**config.mk**
```make
export PLATFORM = sky130hd
export DESIGN_NAME = booth_pp_gen
export DESIGN_NICKNAME = d
export VERILOG_FILES = /design/src/rtl/booth_pp_pkg.sv /design/src/rtl/booth_sel_ctrl.sv /design/src/rtl/booth_row_dec.sv /design/src/rtl/booth_pp_array.sv /design/src/rtl/booth_pp_gen.sv
export SDC_FILE = /design/constraint.sdc
export NUM_CORES = 1
export LEC_CHECK = 0
export ABC_AREA = 1
export BUFFER_PORTS_ARGS = -buffer_cell sky130_fd_sc_hd__buf_2
export CORE_AREA = 2 2 125 127
export DETAILED_ROUTE_END_ITERATION = 10
export DIE_AREA = 0 0 127 129
export GPL_TIMING_DRIVEN = 0
export PLACE_DENSITY = 0.63
export REMOVE_ABC_BUFFERS = 1
export SYNTH_ARGS = -nofsm -noshare
export SYNTH_HDL_FRONTEND = slang
export SYNTH_SLANG_ARGS = --single-unit
```
**constraint.sdc**
```tcl
create_clock -name vclk -period 1.4
set_input_delay 0.21 -clock vclk [all_inputs]
set_output_delay 0.21 -clock vclk [all_outputs]
set_load 0.01 [all_outputs]
```
**src/rtl/booth_pp_pkg.sv**
```systemverilog
package booth_pp_pkg;

  // Select strobes handed from the digit encoder to a row of decoders.
  typedef struct packed {
    logic one;   // |digit| == 1
    logic two;   // |digit| == 2
    logic neg;   // digit is negative (or negative zero)
  } boothSel_t;

endpackage

```
**src/rtl/booth_sel_ctrl.sv**
```systemverilog
module booth_sel_ctrl
  import booth_pp_pkg::*;
#(
  parameter int WIDTH       = 16,
  parameter bit SIGNED_MODE = 1'b1,
  localparam int ROWS       = WIDTH / 2 + 1
) (
  input  logic                       [WIDTH-1:0] mult,
  output boothSel_t [ROWS-1:0]                   selRows
);

  // Index 0 is the implicit zero below multiplier bit 0.
  // Indices above WIDTH are zero: in unsigned mode they give the extra
  // non-negative digit, in signed mode that row is masked below.
  logic [WIDTH+2:0] multExt;
  assign multExt = {2'b00, mult, 1'b0};

  for (genvar gi = 0; gi < ROWS; gi++) begin : g_enc
    boothSel_t encSel;

    booth_sel_enc enc_i (
      .yLow (multExt[2*gi]),
      .yMid (multExt[2*gi+1]),
      .yHigh(multExt[2*gi+2]),
      .sel  (encSel)
    );

    if (SIGNED_MODE && (gi == ROWS - 1)) begin : g_mask
      // The signed multiplier is fully covered by the rows below.
      assign selRows[gi] = '0;
    end else begin : g_pass
      assign selRows[gi] = encSel;
    end
  end

endmodule

module booth_sel_enc
  import booth_pp_pkg::*;
(
  input  logic      yLow,
  input  logic      yMid,
  input  logic      yHigh,
  output boothSel_t sel
);

  always_comb begin
    sel.one = yLow ^ yMid;
    sel.two = (yHigh & ~yMid & ~yLow) | (~yHigh & yMid & yLow);
    sel.neg = yHigh;
  end

endmodule

```
**src/rtl/booth_row_dec.sv**
```systemverilog
module booth_row_dec
  import booth_pp_pkg::*;
#(
  parameter int WIDTH       = 16,
  parameter bit SIGNED_MODE = 1'b1,
  parameter bit FIRST_ROW   = 1'b0,
  localparam int RW         = WIDTH + 4
) (
  input  logic      [WIDTH-1:0] mcand,
  input  boothSel_t             sel,
  output logic      [RW-1:0]    rowBits
);

  // xExt[j+1] = mcand[j], xExt[0] = implicit zero below bit 0.
  logic [WIDTH:0] xExt;
  logic [WIDTH:0] vec;
  logic           rowSign;

  assign xExt = {mcand, 1'b0};

  for (genvar gj = 0; gj < WIDTH; gj++) begin : g_bit
    assign vec[gj] = ((sel.one & xExt[gj+1]) | (sel.two & xExt[gj])) ^ sel.neg;
  end

  if (SIGNED_MODE) begin : g_top_s
    // Redundant top position decodes the multiplicand MSB once more.
    assign vec[WIDTH] = ((sel.one & mcand[WIDTH-1]) | (sel.two & mcand[WIDTH-1])) ^ sel.neg;
    assign rowSign    = sel.neg ^ (mcand[WIDTH-1] & (sel.one | sel.two));
  end else begin : g_top_u
    // Only a doubled multiplicand reaches the extra position.
    assign vec[WIDTH] = (sel.two & mcand[WIDTH-1]) ^ sel.neg;
    assign rowSign    = sel.neg;
  end

  if (FIRST_ROW) begin : g_tail0
    assign rowBits = {~rowSign, rowSign, rowSign, vec};
  end else begin : g_tailn
    assign rowBits = {1'b0, 1'b1, ~rowSign, vec};
  end

endmodule

```
**src/rtl/booth_pp_array.sv**
```systemverilog
module booth_pp_array
  import booth_pp_pkg::*;
#(
  parameter int WIDTH       = 16,
  parameter bit SIGNED_MODE = 1'b1,
  localparam int ROWS       = WIDTH / 2 + 1,
  localparam int PW         = 2 * WIDTH,
  localparam int RW         = WIDTH + 4,
  localparam int XW         = PW + RW
) (
  input  logic                [WIDTH-1:0] mcand,
  input  boothSel_t [ROWS-1:0]            selRows,
  output logic      [ROWS-1:0][PW-1:0]    rows
);

  for (genvar gi = 0; gi < ROWS; gi++) begin : g_row
    logic [RW-1:0] rowBits;
    logic [XW-1:0] shifted;

    booth_row_dec #(
      .WIDTH      (WIDTH),
      .SIGNED_MODE(SIGNED_MODE),
      .FIRST_ROW  (gi == 0)
    ) dec_i (
      .mcand  (mcand),
      .sel    (selRows[gi]),
      .rowBits(rowBits)
    );

    assign shifted = XW'(rowBits) << (2 * gi);

    if (gi == 0) begin : g_nocarry
      assign rows[gi] = shifted[PW-1:0];
    end else begin : g_carry
      // Completes the negation of the row below, in a free slot.
      logic [PW-1:0] carryIn;
      assign carryIn  = PW'(selRows[gi-1].neg) << (2 * gi - 2);
      assign rows[gi] = shifted[PW-1:0] | carryIn;
    end
  end

endmodule

```
**src/rtl/booth_pp_gen.sv**
```systemverilog
module booth_pp_gen
  import booth_pp_pkg::*;
#(
  parameter int WIDTH       = 16,
  parameter bit SIGNED_MODE = 1'b1,
  localparam int ROWS       = WIDTH / 2 + 1,
  localparam int PW         = 2 * WIDTH
) (
  input  logic [WIDTH-1:0]         opA,
  input  logic [WIDTH-1:0]         opB,
  output logic [ROWS-1:0][PW-1:0]  ppRows
);

  if ((WIDTH < 4) || (WIDTH % 2 != 0)) begin : g_bad_width
    $error("booth_pp_gen: WIDTH must be even and at least 4");
  end

  boothSel_t [ROWS-1:0] selRows;

  booth_sel_ctrl #(
    .WIDTH      (WIDTH),
    .SIGNED_MODE(SIGNED_MODE)
  ) ctrl_i (
    .mult   (opB),
    .selRows(selRows)
  );

  booth_pp_array #(
    .WIDTH      (WIDTH),
    .SIGNED_MODE(SIGNED_MODE)
  ) dp_i (
    .mcand  (opA),
    .selRows(selRows),
    .rows   (ppRows)
  );

endmodule

```
* Word-level counts from Yosys, hierarchy flattened
Index checks and enable logic that the tools add are counted.
** Cells by class
- Bitwise gates (word level) :: 618
** Operator list (number)
- $and A1 B1 Y1 :: 293
- $xor A1 B1 Y1 :: 151
- $or A1 B1 Y1 :: 143
- $or A32 B13 Y32 :: 1
- $or A31 B11 Y31 :: 1
- $or A29 B9 Y29 :: 1
- $or A27 B7 Y27 :: 1
- $or A25 B5 Y25 :: 1
- $not A1 Y1 :: 24
- $or A23 B3 Y23 :: 1
- $or A21 B1 Y21 :: 1
** Word-level totals
- Flip-flop bits (word level) :: 0
- Logic and storage cells :: 618

* Depth between registers and ports, before layout
- Depth in word-level cells :: 9
- Gate-level depth with buffers :: 8
- Depth with buffers taken out :: 7

* Cells and area by module
Synthesis repeated with hierarchy kept, for this count alone.
** Unflattened totals
- Cells, all modules :: 1190
- Area total of the unflattened synthesis :: 5863.1 um^2
** Modules (own cells, without submodules)
- booth_row_dec at dp_i.g_row[1].dec_i ... :: instances 8, cells an instance 112, area each 516.7 um^2, seq. area each 0.0 um^2
- booth_pp_array :: instances 1, cells an instance 115, area each 859.6 um^2, seq. area each 0.0 um^2
- booth_row_dec at dp_i.g_row[0].dec_i :: instances 1, cells an instance 111, area each 513.0 um^2, seq. area each 0.0 um^2
- booth_sel_enc :: instances 8, cells an instance 8, area each 41.3 um^2, seq. area each 0.0 um^2
- booth_sel_ctrl :: instances 1, cells an instance 4, area each 26.3 um^2, seq. area each 0.0 um^2

* Worst setup path after synthesis
OpenSTA, ideal clock, no wires.
- Path type :: input port to output port
- From :: in opB[15]
- To :: out ppRows[243] (netlist name)
- Arrival time :: 1.049 ns
- Required time :: 1.190 ns
- Setup slack :: 0.141 ns
- Cell stages on the path :: 8
- Path through :: buf_4 inv_2 nand2_1 buf_2 nand3_1 nand2_1 nand2_1 nand2_1
** RTL lines
- start: declaration :: line booth_pp_gen.sv:10 : input logic [WIDTH-1:0] opB,
- end: declaration :: line booth_pp_gen.sv:11 : output logic [ROWS-1:0][PW-1:0] ppRows

==> metrics.md <==
| Metric | Value |
|---|---|
| Sort of element at the start of the critical path | `primary input` |
| Number of detailed-route iterations in the first pass | `6` |
| Post-placement setup slack | `-0.605 ns` |
| Number of buffer cells added on primary ports | `between 150 and 200` |
| Most area-consuming cells after synthesis | `sky130_fd_sc_hd__nand2_1 (36%), sky130_fd_sc_hd__buf_4 (23%), sky130_fd_sc_hd__nand3_1 (21%)` |
| Syn Inst Count | `about 1000` |
| Area Growth Syn to Fin | `54.2%` |
| Maximum Capacitance Violations | `0` |
| Area after DPL | `5220 µm²` |
| Combined buffer and inverter count along the critical path | `4` |
| Wire length after detailed routing | `between 20000 and 25000 µm` |
| Number of standard cells in the final layout excluding fillers | `between 1000 and 1500` |
| Critical Path Fanout Max | `15` |
| Status | `finished, violations left` |
| Grt ovf | `0` |
| NumNets Final | `between 1000 and 1500` |
| Clock buffer count in the final layout | `0` |
| Total inserted antenna cells | `0` |
| Arr. time, crit path | `approximately 1.2 ns` |
| Final instance area | `7760 µm²` |
| Number of antenna violations at the first check in global routing | `0` |
| Die height | `approximately 130 µm` |
| Count of hold buffers inserted by post-cts repair | `0` |
| Weighted congestion reported at the end of routability-driven placement | `just under 0.8` |
| Flip-flop and latch count | `0` |
| DRC marker count from the first detailed-route iteration | `between 300 and 400` |
| Worst Path Required | `1.19 ns` |
| Setup repair after global routing missed its margin | `yes` |
| Static leakage power | `4.55 nW` |
| Global-route wire length before repair | `approximately 28000 µm` |
| Sequential cell area fraction in the yosys report | `0%` |
| Area of the die | `roughly 16000 µm²` |
| Number of filler cells placed in the layout | `approximately 1500` |
| Area of all sequential standard cells | `0 µm²` |
| Failing checks | `setup timing` |
| Type of destination of the critical path | `output port` |
| Number of placement rows | `45` |
| Initial Util | `roughly 34%` |
| Peak per-stage delay on the critical path | `around 0.29 ns` |
| Number of I/O pins | `320` |
| Post-DR wirelength/cell | `15.3 µm` |
| Vias in the first global route | `around 5300` |
| Synth area leader | `sky130_fd_sc_hd__nand2_1` |
| Final Hold Vio Count | `0` |
| Final period demand of the worst path | `about 1.4 ns` |
| Post-Syn Area per Cell | `a little under 5 µm²` |
| Count of warnings emitted by yosys | `0` |
| Standard cell with the maximum stage delay on the critical path | `sky130_fd_sc_hd__buf_4` |
| CP cell instances | `buf_4 > inv_1 > o22ai_4 > inv_1 > nand2_1 > nand2_1 > buf_2` |
| Largest delay contributor family on the critical path | `buffers and inverters` |
| Maximum clock frequency | `about 0.7 GHz` |
| Crit Path Class | `primary input to output port` |
| Count of vias placed by the detailed router | `7000` |
| Worst IR drop on VDD | `approximately 0.00026 V` |
| Fraction of synthesized cell area taken by the top area cell type | `between 30% and 40%` |
| Standard cell core area | `15000 µm²` |
| Placed wire-length estimate | `roughly 12000 µm` |
| Average vias per placed instance | `5.03` |
| Part of the cycle the worst path needs | `102%` |
| Final cell utilization of the core | `between 50% and 60%` |
| Post-route antenna net violation count | `0` |
| Count of pins over their slew limit | `0` |
| Number of remaining DRC errors | `0` |
| Pwr dens | `449 nW/µm²` |
| Number of distinct standard cells referenced by the synthesized netlist | `18` |
| Worst min path class | `primary input to output port` |
| Width of the chip | `about 130 µm` |
| Final Power | `around 0.0035 W` |
| Setup-failing EPs final | `11` |
| Share of post-route cells with drive strength above 1 | `~38%` |
| DP Cell Count | `between 1000 and 1500` |
| Largest net degree at the start of global routing | `25` |
| Overall fraction of global-route tracks in use | `20.5%` |
| Worst Setup Slack, final | `-0.0311 ns` |
| Cell area after technology mapping | `a little over 5000 µm²` |
-- cells by family after synthesis --
logic type	count (synthesis)	share of synthesized area [%]
simple gates	721	60.4
other cells	2	0.149
buf+inv	266	33.5
compound gates	31	4.05
xor+xnor	11	1.91
-- per-layer routing --
layer,wire length [µm],vias up,global-route usage (%)
met5,0,-,0
met4,790,0,3.68
met2,10500,414,35.6
li1,-,3351,-
met1,8280,3179,27.8
met3,1730,56,2.33
-- where the power goes --
| part | switching [W] | total (W) | internal, W |
|---|---|---|---|
| clock network | 0 | 0 | 0 |
| logic | 0.00208 | 0.00348 | 0.00140 |
| registers | 0 | 0 | 0 |
| total | 0.00208 | 0.00348 | 0.00140 |
-- layout make-up --
type | instances | area [µm²] | area share, %
inverters | 56 | 251 | 3.24
well taps | 188 | 235 | 3.03
multi-input cells | 898 | 4900 | 63.2
repair buffers | 249 | 2370 | 30.5
-- what timing repair did --
item                                    in CTS  in global routing
gates resized for setup                    119                281
pin swaps                                   35                128
setup buffers                               32                 14
endpoints found under the setup margin     142                124
cloned                                       4                 17
-- through the flow --
stage	TNS [ns]	hold WS (ns)
after CTS	-0.208	0.709
final	-0.110	0.678
after detailed placement	-65.42	0.811
after global placement	-66.04	0.810
after floorplan	-0.00325	0.420
after global routing	-2.45	0.687
-- synth_stat cells, drive strengths merged --
master / count
o22ai: 11
a31oi: 7
conb: 2
nand2: 486
xor2: 11
buf: 196
inv: 56
nor2: 23
nand3: 212
o21ai: 13
clkbuf: 14
-- final timing paths --
path | start | to | slack, ns | cells after the start
worst max-delay path | opA[6] | ppRows[6] | -0.03 | 7
worst min-delay path | opB[13] | ppRows[236] | 0.68 | 2
-- placed cells by master (no fill, tap or decap), drive strengths merged --
cell and n:
clkbuf 18, o22ai 11, buf 229, nor2 23, inv 55, conb 134
nand2 487, a31oi 7, xor2 11, bufbuf 2, clkinvlp 1, nand3 212
o21ai 13
(Power assumes the default switching activity.)
